## config.mk

```make
export PLATFORM = sky130hd
export DESIGN_NAME = wp_lock
export DESIGN_NICKNAME = d
export VERILOG_FILES = /design/src/rtl/wp_lock_pkg.sv /design/src/rtl/wp_rst_sync.sv /design/src/rtl/wp_key_fsm.sv /design/src/rtl/wp_write_gate.sv /design/src/rtl/wp_lock.sv
export SDC_FILE = /design/constraint.sdc
export NUM_CORES = 1
export LEC_CHECK = 0
export ABC_CLOCK_PERIOD_IN_PS = 1100
export BUFFER_PORTS_ARGS = -buffer_cell sky130_fd_sc_hd__buf_2
export CORE_AREA = 2 2 39 41
export CTS_CLUSTER_SIZE = 8
export DETAILED_ROUTE_END_ITERATION = 10
export DIE_AREA = 0 0 41 43
export PLACE_DENSITY_LB_ADDON = 0.08
export SYNTH_ARGS = -nofsm -noshare
export SYNTH_HDL_FRONTEND = slang
export SYNTH_SLANG_ARGS = --single-unit
```

## constraint.sdc

```tcl
create_clock -name clk -period 1.1 [get_ports clk]
set_input_delay 0.33 -clock clk [delete_from_list [all_inputs] [get_ports clk]]
set_output_delay 0.33 -clock clk [all_outputs]
set_load 0.1 [all_outputs]
```

## src/rtl/wp_lock_pkg.sv

```systemverilog
package wp_lock_pkg;
  typedef enum logic [1:0] {
    WP_LOCKED = 2'd0,
    WP_ARMED  = 2'd1,
    WP_OPEN   = 2'd2
  } wp_state_e;
endpackage

```

## src/rtl/wp_rst_sync.sv

```systemverilog
module wp_rst_sync #(
  parameter int STAGES = 2
) (
  input  logic clk,
  input  logic arst_n,
  output logic rst_n_o
);
  logic [STAGES-1:0] sync_q;

  always_ff @(posedge clk or negedge arst_n) begin
    if (!arst_n) sync_q <= '0;
    else         sync_q <= {sync_q[STAGES-2:0], 1'b1};
  end

  assign rst_n_o = sync_q[STAGES-1];
endmodule

```

## src/rtl/wp_key_fsm.sv

```systemverilog
module wp_key_fsm
  import wp_lock_pkg::*;
#(
  parameter int              KEY_W      = 8,
  parameter logic [KEY_W-1:0] KEY_FIRST  = 8'hCA,
  parameter logic [KEY_W-1:0] KEY_SECOND = 8'h53
) (
  input  logic             clk,
  input  logic             rst_n,
  input  logic             accept,
  input  logic [KEY_W-1:0] wdata,
  output wp_state_e        state_o,
  output logic             unlocked_o
);
  wp_state_e state_q, state_d;
  logic      state_en;

  // a transition is evaluated only on an accepted key write
  assign state_en = accept;

  always_comb begin
    state_d = state_q;
    if (wdata == KEY_FIRST)                                state_d = WP_ARMED;
    else if (state_q == WP_ARMED && wdata == KEY_SECOND)   state_d = WP_OPEN;
    else                                                   state_d = WP_LOCKED;
  end

  always_ff @(posedge clk or negedge rst_n) begin
    if (!rst_n)        state_q <= WP_LOCKED;
    else if (state_en) state_q <= state_d;
  end

  assign state_o    = state_q;
  assign unlocked_o = (state_q == WP_OPEN);
endmodule

```

## src/rtl/wp_write_gate.sv

```systemverilog
module wp_write_gate #(
  parameter int NREG = 6
) (
  input  logic            allow,
  input  logic [NREG-1:0] req,
  output logic [NREG-1:0] en
);
  for (genvar i = 0; i < NREG; i++) begin : g_gate
    assign en[i] = req[i] & allow;
  end
endmodule

```

## src/rtl/wp_lock.sv

```systemverilog
module wp_lock
  import wp_lock_pkg::*;
#(
  parameter int              NREG       = 6,
  parameter int              KEY_W      = 8,
  parameter logic [KEY_W-1:0] KEY_FIRST  = 8'hCA,
  parameter logic [KEY_W-1:0] KEY_SECOND = 8'h53,
  parameter int              SYNC_STAGES = 2
) (
  input  logic             clk,
  input  logic             bkp_rst_n,
  input  logic             sys_rst_n,
  input  logic             dom_access_en,
  input  logic             key_wr,
  input  logic [KEY_W-1:0] key_wdata,
  output logic [KEY_W-1:0] key_rdata,
  input  logic [NREG-1:0]  prot_wr_req,
  output logic [NREG-1:0]  prot_wr_en,
  output logic             unlocked
);
  logic      rst_sync_n;
  logic      wr_allowed;
  logic      key_accept;
  wp_state_e state_q;

  assign wr_allowed = dom_access_en & sys_rst_n;
  assign key_accept = key_wr & wr_allowed;
  assign key_rdata  = '0;

  wp_rst_sync #(.STAGES(SYNC_STAGES)) u_rst_sync (
    .clk     (clk),
    .arst_n  (bkp_rst_n),
    .rst_n_o (rst_sync_n)
  );

  wp_key_fsm #(
    .KEY_W      (KEY_W),
    .KEY_FIRST  (KEY_FIRST),
    .KEY_SECOND (KEY_SECOND)
  ) u_fsm (
    .clk        (clk),
    .rst_n      (rst_sync_n),
    .accept     (key_accept),
    .wdata      (key_wdata),
    .state_o    (state_q),
    .unlocked_o (unlocked)
  );

  wp_write_gate #(.NREG(NREG)) u_gate (
    .allow (unlocked & wr_allowed),
    .req   (prot_wr_req),
    .en    (prot_wr_en)
  );
endmodule

```

After elaboration in Yosys (flattened, before gate mapping)
Cells that the tools add are included.
{"block": "classes", "muxes": 2, "eq_ne": 4, "n_reduce_logical": 1, "n_bitwise": 9}
{"cell": "bitwise AND 1 bit", "count": 9}
{"cell": "== test 8 x 7 -> 1 bit, second input constant", "count": 1}
{"cell": "== test 8 bit, second input constant", "count": 1}
{"cell": "two-way mux 2 bit", "count": 2}
{"cell": "== test 2 x 1 -> 1 bit, second input constant", "count": 1}
{"cell": "== test 2 bit, second input constant", "count": 1}
{"cell": "logical AND 1 bit", "count": 1}
{"block": "totals", "output_inout_bits": 15, "elab_cells": 18, "inputBits": 19, "ff_bits": 4}

Longest topological paths before layout
{"block": "depth", "depth_word": 4, "ltp_mapped": 3, "ltp_nobuf": 3}

Hierarchy
A second synthesis with hierarchy kept.
{"block": "hier_totals", "hier_cells": 32, "area_unflattened_um2": 296.5}
{"module": "wp_key_fsm", "area_each_um2": 128.9, "cells_per_inst": 12, "n_inst": 1, "seq_area_each_um2": 50.0}
{"module": "wp_lock", "area_each_um2": 76.3, "cells_per_inst": 11, "n_inst": 1, "seq_area_each_um2": 0.0}
{"module": "wp_rst_sync", "area_each_um2": 53.8, "cells_per_inst": 3, "n_inst": 1, "seq_area_each_um2": 50.0}
{"module": "wp_write_gate", "area_each_um2": 37.5, "cells_per_inst": 6, "n_inst": 1, "seq_area_each_um2": 0.0}

Least setup slack after synthesis
No wires, ideal clock.
{"block": "synth_path", "kind": "reg2out", "start": "register u_fsm.state_q[0] (netlist: u_fsm.state_o[0])", "end": "output port prot_wr_en[0]", "required_ns": 0.770, "path_buffers": 0, "path_stages_with_launch": 4, "t_arrival_ns": 2.880, "setup_slack_ns": -2.110, "cell_sequence": "dfrtp_1 -> nor2b_1 -> and3_1 -> and2_1"}
{"block": "synth_via", "elab_chain_len": 3}
{"element": "start: declaration", "line_no": "wp_key_fsm.sv:15", "source": "wp_state_e state_q, state_d;"}
{"element": "start signal: assignment", "line_no": "wp_key_fsm.sv:30", "source": "else if (state_en) state_q <= state_d;"}
{"element": "== test 2 bit", "line_no": "wp_key_fsm.sv:34", "source": "assign unlocked_o = (state_q == WP_OPEN);"}
{"element": "net unlocked", "line_no": "wp_lock.sv:19", "source": "output logic unlocked"}
{"element": "bitwise AND 1 bit", "line_no": "wp_lock.sv:50", "source": ".allow (unlocked & wr_allowed),"}
{"element": "bitwise AND 1 bit", "line_no": "wp_write_gate.sv:9", "source": "assign en[i] = req[i] & allow;"}
{"element": "end: declaration", "line_no": "wp_lock.sv:18", "source": "output logic [NREG-1:0] prot_wr_en,"}
The timed path passes the listed nets, and every way through them passes these cells.

Worst setup path after layout
{"block": "layout_path", "start": "register u_fsm.state_q[0] (netlist: u_fsm.state_o[0])", "end": "output port prot_wr_en[5]"}
{"block": "layout_via", "elab_chain_len": 3}
{"element": "== test 2 bit", "line_no": "wp_key_fsm.sv:34"}
{"element": "bitwise AND 1 bit", "line_no": "wp_lock.sv:50"}
{"element": "bitwise AND 1 bit", "line_no": "wp_write_gate.sv:9"}
Every way passes these cells.

==> out/qor.txt <==
Status: finished, violations left
Failing checks: setup timing
Crit Path Max Fanout: 6
Buf/Inv on CP: 1
Post-Syn Area: 287 µm²
Final Power: 0.498 mW
Fin. max-slew vios: 0
CP Launch Type: flip-flop
Share of the core filled with cells: 0.450
Max-cap violations: 0
Tmin final: 1600 ps
Syn-to-layout area delta: 117%
Critical setup path kind: flip-flop to primary output
Pwr dens: 799 mW/mm²
Worst Slack Setup Final: -503 ps
Clock tree sinks: 4
Setup violation total in the final timing report: 8
Die area: 0.00176 mm²
Number of global-route vias before repair: 278
Post-synth EDFFs: 0
#FFs+latches synth: 4
# rows: 14
CP Data Arrival Time: 1270 ps
Type of element capturing the critical path: primary output
Worst-path clk slew: 40 ps
Setup TNS: -3490 ps
Root Buffer: clkbuf_4
Delay-heaviest family, CP: simple AND/OR/NAND/NOR gates
Seq/Total Area, Yosys: 0.349
Most common cell in the netlist: buf_4
Critical path's slowest cell: dfrtp_1
Critical-path cell list: nor2b_4 > and3_4 > and2_4 > buf_12
CP peak stage delay: 390 ps
Critical path depth in cells: 4
Core area: 0.00138 mm²
H-Tree Depth: 1
Post-synth top area cell: dfrtp_1
Initial Utilization: 0.207
Via Count: 315
Wire length per cell: 8.05 µm
Leakage: 0.310 nW
Initial antenna violation count: 0
Gpl congestion: 0.641
Inserted Clock Buffers: 3
Layout cell share with drive strength beyond 1: 0.667
Layout Skew: 4.75 ps
Area contributors post-synth: dfrtp_1 (35%), buf_4 (21%), and2_1 (13%), nand4bb_1 (7.9%), nand3_2 (3.5%)
Commonest cells post-synth: buf_4 (8), and2_1 (6), dfrtp_1 (4)
FFs w/ async S/R, synth: 1.00
# nets final: 87
Distinct cells, synth: 13
Max VDD drop: 0.627 mV
Largest net degree at the start of global routing: 7
GRT Residual Overflow: 0
Routed wire length: 660 µm
DRC: 0
Chip Height: 43 µm
Pre-CTS worst setup slack: -278 ps
Number of buffers inserted by port buffering: 25
RSZ-0062 raised after global routing: true
Synthesis warning total: 0
Maximum clock rate: 0.624 GHz
Final hold vios: 0
ANT nets after route: 0
Worst Reg-to-Reg Cells: 6
DP Wirelength: 610 µm
Pre-antenna DRT Iters: 2
Worst-skew pair later-pin latency: 230 ps
All-Layer GR Usage: 0.0855
Clk buf depth: 2
Fin crit share: 1.46
WP data required: 770 ps
First-pass GRT wire length: 966 µm
I/O pin total: 34
Syn avg cell area: 9.24 µm²
Area after DPL: 568 µm²
CTS tree: done
Via-to-Cell Ratio: 3.84
Die width: 41 µm
Share of the synthesized area in the top cell type: 0.349
Mapped Cells: 31
Final instance area: 623 µm²
Starting DRT DRC Count: 1
Hold WC Path Type: flip-flop to asynchronous set/reset pin
Main synth FF type: dfrtp_1
Antenna cells: 0
sequential cells by signal, indices dropped and copies added, names as in the netlist:
name and count:
u_fsm.state_o 2, u_rst_sync.sync_q 2
logic make-up (layout without fill, tap and decap cells):
family	after synthesis	count (layout)	share of synthesized area
buffers and inverters	8	36	0.210
AO/OA/AOI/OAI	2	2	0.0437
AND/OR/NAND/NOR	15	15	0.371
flip-flops	4	4	0.349
other	2	9	0.0262
report_power, final:
part	internal, mW	leakage, nW	switching (mW)	total [mW]
clock	0.122	0.0138	0.0548	0.176
sequential	0.152	0.0512	0.00187	0.154
combinational	0.0327	0.245	0.135	0.167
total	0.306	0.310	0.191	0.498
final timing paths:
path,slack [ps],start,endpoint
min reg2reg,20,u_rst_sync.sync_q[1]$_DFF_PN0_,u_fsm.state_o[1]$_DFFE_PN0P_
min,20,u_rst_sync.sync_q[1]$_DFF_PN0_,u_fsm.state_o[1]$_DFFE_PN0P_
max reg2reg,-230,u_fsm.state_o[0]$_DFFE_PN0P_,u_fsm.state_o[1]$_DFFE_PN0P_
max in group asynchronous,590,bkp_rst_n,u_rst_sync.sync_q[1]$_DFF_PN0_
min in group clk,340,u_rst_sync.sync_q[0]$_DFF_PN0_,u_rst_sync.sync_q[1]$_DFF_PN0_
max,-500,u_fsm.state_o[0]$_DFFE_PN0P_,prot_wr_en[5]
metal layers:
metal	vias to the layer above	track usage	share of wire	routed length [µm]
met5	-	0	0	0
met4	0	0.0600	0	0
met3	0	0.0471	0.13	87
met2	22	0.150	0.54	358
met1	134	0.0615	0.32	213
li1	159	-	-	-
placed cells by master, fill, tap and decap left out, drive strengths merged:
cell / n
clkbuf: 3
o21ai: 1
nor2b: 1
nand4bb: 2
dfrtp: 4
nand3: 1
or4: 1
nand4b: 1
buf: 32
nand2: 2
and3: 1
dlygate4sd3: 1
conb: 9
o31ai: 1
and2: 6
what timing repair did:
item                                    CTS  global route
setup buffers                             2             2
pin swaps                                 2             2
endpoints found under the setup margin    8             8
hold endpoints to repair                  2             0
resized for setup                         1             1
hold buffers                              1             0
area by class of cell:
class / count / area [µm²]
tap: 16 / 20.0
timing repair buffer: 33 / 300
clock buffer: 3 / 22.5
sequential: 4 / 100
multi-input combinational: 26 / 180
fill: 140 / 761
stage by stage:
stage          hold slack [ps]  cells
5_1_grt                   28.8     82
2_1_floorplan             11.1     38
3_3_place_gp              22.8     76
6_report                  16.4     82
4_1_cts                   22.6     81
3_5_place_dp              24.8     76
(Power assumes the default switching activity.)
